$ cat config.mk
export PLATFORM = sky130hd
export DESIGN_NAME = xcore_doorbell
export DESIGN_NICKNAME = d
export VERILOG_FILES = /design/src/rtl/dbell_pkg.sv /design/src/rtl/dbell_decode.sv /design/src/rtl/dbell_word.sv /design/src/rtl/dbell_mutex.sv /design/src/rtl/xcore_doorbell.sv
export SDC_FILE = /design/constraint.sdc
export NUM_CORES = 1
export LEC_CHECK = 0
export CORE_MARGIN = 5
export CORE_UTILIZATION = 25
export CTS_CLUSTER_DIAMETER = 120
export DETAILED_ROUTE_END_ITERATION = 6
export MAX_ROUTING_LAYER = met4
export PLACE_DENSITY = 0.42
export SETUP_SLACK_MARGIN = 0.1
export SLEW_MARGIN = 30
export SYNTH_ARGS = -nofsm -noshare
export SYNTH_HDL_FRONTEND = slang
export SYNTH_SLANG_ARGS = --single-unit
$ cat constraint.sdc
create_clock -name clk -period 3.9 [get_ports clk]
set_input_delay 0.78 -clock clk [delete_from_list [all_inputs] [get_ports clk]]
set_output_delay 0.78 -clock clk [all_outputs]
set_load 0.01 [all_outputs]
$ cat src/rtl/dbell_pkg.sv
package dbell_pkg;

    localparam int NCORE  = 2;
    localparam int ADDR_W = 2;

    typedef enum logic [ADDR_W-1:0] {
        OFS_RING_PEER = 2'd0,
        OFS_CLR_OWN   = 2'd1,
        OFS_STAT_OWN  = 2'd2,
        OFS_LOCK      = 2'd3
    } dbell_ofs_e;

    typedef struct packed {
        logic ring_peer;
        logic clr_own;
        logic stat_rd;
        logic lock_rd;
        logic lock_rel;
    } lane_op_t;

    function automatic logic peer_of(input logic cid);
        return ~cid;
    endfunction

endpackage

$ cat src/rtl/dbell_decode.sv
module dbell_decode
    import dbell_pkg::*;
(
    input  logic              sel,
    input  logic              wr,
    input  logic [ADDR_W-1:0] addr,
    input  logic              wbit0,
    output lane_op_t          op
);

    always_comb begin
        op = '0;
        if (sel) begin
            case (addr)
                OFS_RING_PEER: op.ring_peer = wr;
                OFS_CLR_OWN:   op.clr_own   = wr;
                OFS_STAT_OWN:  op.stat_rd   = !wr;
                OFS_LOCK: begin
                    op.lock_rd  = !wr;
                    op.lock_rel = wr & wbit0;
                end
                default: op = '0;
            endcase
        end
    end

endmodule

$ cat src/rtl/dbell_word.sv
module dbell_word #(
    parameter int DW = 32
) (
    input  logic          clk,
    input  logic          rst,
    input  logic [DW-1:0] set_mask,
    input  logic [DW-1:0] clr_mask,
    output logic [DW-1:0] word,
    output logic          irq
);

    logic [DW-1:0] word_q;

    always_ff @(posedge clk) begin
        if (rst) word_q <= '0;
        else     word_q <= (word_q & ~clr_mask) | set_mask;
    end

    assign word = word_q;
    assign irq  = |word_q;

    assert_reset_clear_R1: assert property (@(posedge clk) disable iff (rst)
        $fell(rst) |-> (word == '0 && !irq));

    assert_set_sticks_R2: assert property (@(posedge clk) disable iff (rst)
        (|set_mask) |=> ((word & $past(set_mask)) == $past(set_mask)));

    assert_clear_drops_R3: assert property (@(posedge clk) disable iff (rst)
        (|(clr_mask & ~set_mask)) |=> ((word & $past(clr_mask & ~set_mask)) == '0));

    assert_set_raises_irq_R5: assert property (@(posedge clk) disable iff (rst)
        (|set_mask) |=> irq);

endmodule

$ cat src/rtl/dbell_mutex.sv
module dbell_mutex
    import dbell_pkg::*;
(
    input  logic             clk,
    input  logic             rst,
    input  logic [NCORE-1:0] rd_req,
    input  logic [NCORE-1:0] rd_cid,
    input  logic [NCORE-1:0] rel_req,
    output logic [NCORE-1:0] grant,
    output logic             locked
);

    logic locked_q;

    for (genvar l = 0; l < NCORE; l++) begin : g_arb
        localparam int OTH = NCORE - 1 - l;
        logic beaten;
        assign beaten = rd_req[OTH] &&
                        ((rd_cid[OTH] < rd_cid[l]) ||
                         ((rd_cid[OTH] == rd_cid[l]) && (OTH < l)));
        assign grant[l] = !locked_q && rd_req[l] && !beaten;
    end

    always_ff @(posedge clk) begin
        if (rst)             locked_q <= 1'b0;
        else if (|grant)     locked_q <= 1'b1;
        else if (|rel_req)   locked_q <= 1'b0;
    end

    assign locked = locked_q;

    assert_single_owner_R7: assert property (@(posedge clk) disable iff (rst)
        $onehot0(grant));

    assert_core0_first_R9: assert property (@(posedge clk) disable iff (rst)
        (rd_req == 2'b11 && !locked && rd_cid[0] != rd_cid[1])
            |-> (grant[0] == (rd_cid[0] == 1'b0)));

    assert_release_frees_R8: assert property (@(posedge clk) disable iff (rst)
        ((|rel_req) && !(|grant)) |=> !locked);

endmodule

$ cat src/rtl/xcore_doorbell.sv
module xcore_doorbell
    import dbell_pkg::*;
#(
    parameter int DW = 32
) (
    input  logic                         clk,
    input  logic                         rst,
    input  logic [NCORE-1:0]             bus_sel,
    input  logic [NCORE-1:0]             bus_wr,
    input  logic [NCORE-1:0]             bus_cid,
    input  logic [NCORE-1:0][ADDR_W-1:0] bus_addr,
    input  logic [NCORE-1:0][DW-1:0]     bus_wdata,
    output logic [NCORE-1:0][DW-1:0]     bus_rdata,
    output logic [NCORE-1:0]             irq
);

    lane_op_t [NCORE-1:0]         op;
    logic [NCORE-1:0][DW-1:0]     set_acc, clr_acc, word;
    logic [NCORE-1:0]             lock_rd, lock_rel, grant;
    logic                         locked;
    logic [NCORE-1:0][DW-1:0]     rdata_q;

    for (genvar l = 0; l < NCORE; l++) begin : g_lane
        dbell_decode u_dec (
            .sel   (bus_sel[l]),
            .wr    (bus_wr[l]),
            .addr  (bus_addr[l]),
            .wbit0 (bus_wdata[l][0]),
            .op    (op[l])
        );
        assign lock_rd[l]  = op[l].lock_rd;
        assign lock_rel[l] = op[l].lock_rel;
    end

    always_comb begin
        set_acc = '0;
        clr_acc = '0;
        for (int l = 0; l < NCORE; l++) begin
            if (op[l].ring_peer)
                set_acc[peer_of(bus_cid[l])] = set_acc[peer_of(bus_cid[l])] | bus_wdata[l];
            if (op[l].clr_own)
                clr_acc[bus_cid[l]] = clr_acc[bus_cid[l]] | bus_wdata[l];
        end
    end

    for (genvar c = 0; c < NCORE; c++) begin : g_core
        dbell_word #(.DW(DW)) u_word (
            .clk      (clk),
            .rst      (rst),
            .set_mask (set_acc[c]),
            .clr_mask (clr_acc[c]),
            .word     (word[c]),
            .irq      (irq[c])
        );
    end

    dbell_mutex u_lock (
        .clk     (clk),
        .rst     (rst),
        .rd_req  (lock_rd),
        .rd_cid  (bus_cid),
        .rel_req (lock_rel),
        .grant   (grant),
        .locked  (locked)
    );

    always_ff @(posedge clk) begin
        if (rst) begin
            rdata_q <= '0;
        end else begin
            for (int l = 0; l < NCORE; l++) begin
                if (op[l].stat_rd)      rdata_q[l] <= word[bus_cid[l]];
                else if (op[l].lock_rd) rdata_q[l] <= {{(DW-1){1'b0}}, grant[l]};
                else                    rdata_q[l] <= '0;
            end
        end
    end

    assign bus_rdata = rdata_q;

    assert_lock_busy_reads_zero_R7: assert property (@(posedge clk) disable iff (rst)
        (locked && op[0].lock_rd) |=> (bus_rdata[0] == '0));

endmodule

== After elaboration in Yosys (flattened, before gate mapping) ==
Cells that the tools add are included.

* Register bits: 129
* Input bits: 76
* Word-level logic and storage cells: 101

* Order comparisons: 10
* Eq/ne operators: 7
* Multiplexer cells: 40
* Bitwise gates (word level): 16
* Reduce and logical (&&, ||, !) cells: 23

{| class="wikitable"
|+ Operator list
! operator !! count
|-
| $mux W32 || 16
|-
| $mux W64 || 4
|-
| $or A32 B32 Y32 || 6
|-
| $and A64 B64 Y64 || 2
|-
| $bwmux W64 || 2
|-
| $demux W32 S1 || 4
|-
| $and A32 B32 Y32 || 2
|-
| $not A32 Y32 || 2
|-
| $reduce_or A32 Y1 || 2
|-
| $logic_and A1 B1 Y1 || 10
|-
| $mux W1 || 10
|-
| $mux W5 || 2
|-
| $eq A2 B2 Y1 const B || 4
|-
| $lt A1 B2 Y1 const B || 4
|-
| $logic_not A1 Y1 || 5
|-
| $eq A2 B1 Y1 const B || 2
|-
| $ge A1 B1 Y1 const B || 4
|-
| $logic_not A2 Y1 || 2
|-
| $mux W2 || 2
|-
| $reduce_or A2 Y1 || 2
|-
| $and A1 B1 Y1 || 2
|-
| $lt A1 B1 Y1 || 2
|-
| $not A1 Y1 || 2
|-
| $reduce_bool A2 Y1 || 1
|-
| other kinds (2) || 2
|}

== Longest topological paths before layout ==
* Depth after elaboration: 14
* Mapped depth: 6
* Depth with buffers taken out: 4

== Hierarchy ==
Synthesis repeated with hierarchy kept, for this count alone.

* Cells, all modules: 686
* Area, all modules: 6095.8 um^2

{| class="wikitable"
|+ Modules (own cells, without submodules)
! module !! instances !! cells an instance !! area an instance (um^2)
|-
| xcore_doorbell || 1 || 378 || 3658.5
|-
| dbell_word || 2 || 142 || 1127.3
|-
| dbell_decode || 2 || 7 || 52.6
|-
| dbell_mutex || 1 || 10 || 77.6
|}

== Worst setup path after synthesis ==
No wires, ideal clock.

* Path type: register to output
* Start point: register g_core[1].u_word.word_q[6]
* End point: output port irq[1]
* Arrival time: 1.092 ns
* Required time: 3.120 ns
* Slack: 2.028 ns
* Stages on the path, launching flop included: 5
* Cell sequence: dfxtp_1 > nor4_1 > nand4_1 > or2_2 > buf_4

* Cells in the longest elaborated chain, start to end: 1

{| class="wikitable"
|+ RTL lines
! element !! RTL line !! source
|-
| start: declaration || dbell_word.sv:12 || <nowiki>logic [DW-1:0] word_q;</nowiki>
|-
| start signal: assignment || dbell_word.sv:16 || <nowiki>else word_q <= (word_q & ~clr_mask) | set_mask;</nowiki>
|-
| $reduce_or A32 Y1 || dbell_word.sv:20 || <nowiki>assign irq = |word_q;</nowiki>
|-
| end: declaration || xcore_doorbell.sv:14 || <nowiki>output logic [NCORE-1:0] irq</nowiki>
|}

Every way passes these cells.

== Final worst setup path ==
* Start point: register g_core[0].u_word.word_q[30]
* End point: output port irq[0]

* Cells in the longest elaborated chain, start to end: 1

{| class="wikitable"
|+ RTL lines
! element !! RTL line
|-
| start: declaration || dbell_word.sv:12
|-
| start signal: assignment || dbell_word.sv:16
|-
| $reduce_or A32 Y1 || dbell_word.sv:20
|}

Every way passes these cells.

==> qor.yml <==
grt:
  grt_max_degree: 77
  grt_pass1_vias: 5960
  grt_antenna_before_repair: 2
  global_route_wire_length_before_repair_um: 34600
  globalRouteOverflowTotal: 0
  grt_use_total: 0.161
floorplan:
  io-pin-count: 142
  start_util: 0.254
  core-area_um2: 25200
  placementRows: 58
  die-width_um: 170
  fp.dieArea_um2: 28900
  die_height_um: 170
power:
  share_seq_of_total_power: 0.417
  switching_share: 0.239
  vdd_drop_max_mv: 0.213
  cell_internal_pwr_mw: 2.48
  power.leakage_nw: 2.81
  post_layout_total_power_mw: 3.26
  power.net_switching_uw: 779
  clockPowerShare: 0.483
  combinational_share_of_power: 0.100
  power-per-cell-area_nw_per_um2: 380
yosys:
  yosysWarnings: 0
  synthesis.area_um2: 6390
  synth_top_area_share: 0.404
  yosys.cell_count.top_type: "dfxtp_1"
  synth_async_sr_flop_share: 0
  synth_sequential_area_ratio: 0.404
  synth.ff_latch_count: 129
  post_synthesis_instance_total: 682
  yosys-top-cells-area: "dfxtp_1, mux2i_1, a22oi_1, nand2b_1, o2bb2ai_2"
  nets_in_the_synthesized_netlist: 758
  synth_top_cells_by_count: "dfxtp_1, nand2b_1, a22oi_1, mux2i_1, nand2_1"
  primary_flip_flop_cell_chosen_by_synthesis_mapping: "dfxtp_1"
  synth.largest_area_cell: "dfxtp_1"
  synth-edff-count: 0
  synth_cell_types: 38
  post_synth.cell_area_avg_um2: 9.37
worst_setup_path:
  crit_start: "g_core[0].u_word.word[30]"
  buffer_and_inverter_count_on_the_worst_path: 1
  crit_arrival_ns: 2.46
  crit-reg2reg-capture: "bus_rdata[0]"
  crit_path_max_fanout: 4
  crit_path_top_delay_cell: "nor4_1"
  r2r-start: "u_lock.locked"
  timing.critical_path.depth: 4
  max_stage_delay_ns: 0.61
  r2r_slack_ns: 2.66
  worst_setup_path_endpoint: "irq[0]"
  cp-end-kind: "primary output"
  r2r.worst_path.cells: 2
  startpoint_type: "flip-flop"
  worst-endpoint-required_ns: 3.12
  critical_path_class: "flip-flop to primary output"
  critPathTopFamily: "simple AND/OR/NAND/NOR gates"
  critical_path.cell_chain: "nor4_1, nand4_1, or2_2, clkdlybuf4s50_1"
clocking:
  cts.sink_count: 129
  post_cts.repair.setup_buffers: 0
  post_cts_resized: 0
  cts.htree.levels: 4
  tritoncts: "yes"
  clockRootBuffer: "clkbuf_16"
  cts_hold_buf: 0
  insertion_delay_ns: 0.42
  path_clk_slew_ns: 0.06
  clk_path_buf_depth: 2
  cts-buffers-inserted: 17
sta:
  final.hold.worst_slack_ns: 0.495
  slew_viol_final: 0
  timing.final.crit_period_ns: 3.24
  layout_worst_path_cycle_share: 0.832
  slew_headroom: 0.476
  clock.fmax_ghz: 0.308
  finalSetupViolCount: 0
  tightest_slew_ns: 0.786
  totalNegativeSetupSlack_ns: 0
  clock_skew_ns: 0.00563
  timing.final.hold_violations: 0
  setup_repair_after_global_routing_missed_its_margin: "no"
min_path:
  worstHoldPathType: "flip-flop to flip-flop"
cells_and_area:
  final_layout_size_suffix_gt1_frac: 0.133
  fill_cells: 2568
  layout.cells.non_filler: 1144
  fin_nets: 879
  layout-area-overhead-vs-synth_pct: 34.1
drt:
  detailedRoute.firstIterationViolations: 428
  via_count: 5739
  drt_first_pass_iters: 5
  detail-route-antenna-nets: 0
  viasPerCell: 5.02
  drc_errors: 0
  routed_wirelength_um: 22900
  detail_route.wl_per_cell_um: 20.0
placed_design:
  buffer_ports.inserted: 141
  gpl.final_weighted_congestion: 0.813
  dp_hpwl_um: 15600
  place_inst: 1114
job:
  maxCapViolCount: 0
outcome:
  run_status: "finished clean"
worst min-delay path by stage:
stage / start / endpoint / slack [ns] / cells after the start
2_1_floorplan: u_lock.locked / u_lock.locked / 0.45 / 1
3_3_place_gp: u_lock.locked / u_lock.locked / 0.47 / 1
3_5_place_dp: u_lock.locked / u_lock.locked / 0.48 / 1
4_1_cts: u_lock.locked / u_lock.locked / 0.49 / 1
5_1_grt: u_lock.locked / u_lock.locked / 0.54 / 1
6_report: u_lock.locked / u_lock.locked / 0.49 / 1
layer usage:
layer / wire length, um / vias to the layer above / GRT usage
li1: - / 2728 / -
met2: 10600 / 212 / 0.249
met1: 10300 / 2773 / 0.207
met3: 1570 / 26 / 0.0372
met4: 438 / 0 / 0.0590
met5: 0 / - / -
layout by cell type, fill, tap and decap left out, types with 4 or more instances in the layout:
| cell | count |
|---|---|
| clkdlybuf4s50_1 | 138 |
| dfxtp_1 | 129 |
| nand2b_1 | 65 |
| mux2i_1 | 64 |
| a22oi_1 | 64 |
| nand2_1 | 62 |
| a21oi_1 | 58 |
| nor2_1 | 43 |
| o2bb2ai_1 | 33 |
| nor2_2 | 25 |
| o2bb2ai_2 | 25 |
| clkbuf_16 | 17 |
| buf_4 | 17 |
| nor4_1 | 16 |
| a221o_1 | 6 |
| o21ai_0 | 5 |
| nand4_1 | 4 |
| clkbuf_8 | 4 |
kinds of logic after synthesis:
| group | share of synthesized area |
|---|---|
| and+or+nand+nor | 0.198 |
| AOI/OAI and AO/OA | 0.244 |
| DFF | 0.404 |
| muxes | 0.100 |
| buffers and inverters | 0.0538 |
sequential cells by signal, indices dropped and copies added (netlist names):
register	cells
bus_rdata	64
g_core.u_word.word	64
u_lock.locked	1
layout make-up:
class                           count  area, um^2  area share
Multi-Input combinational cell    498        3490       0.407
Sequential cell                   129        2580       0.301
Timing Repair Buffer              157        1520       0.177
Clock buffer                       22         484      0.0565
Tap cell                          330         413      0.0481
Clock inverter                      6        82.6     0.00963
Antenna cell                        2        5.00    0.000584
metrics by stage:
stage | setup slack [ns] | utilization | cell area [um^2]
after global placement | 1.01 | 0.318 | 8010
after CTS | 0.712 | 0.340 | 8570
after floorplan | 2.03 | - | 6390
after global routing | 0.678 | 0.341 | 8580
final | 0.656 | 0.341 | 8580
after detailed placement | 0.955 | 0.318 | 8010
power by group through the flow:
stage                     sequential (mW)  clock (mW)  combinational [mW]
after detailed placement             1.39           0               0.328
after global placement               1.39           0               0.326
after CTS                            1.36        1.61               0.329
after floorplan                      1.38           0               0.160
after global routing                 1.36        1.67               0.350
final                                1.36        1.58               0.327
Power figures use the tool's default switching activity.
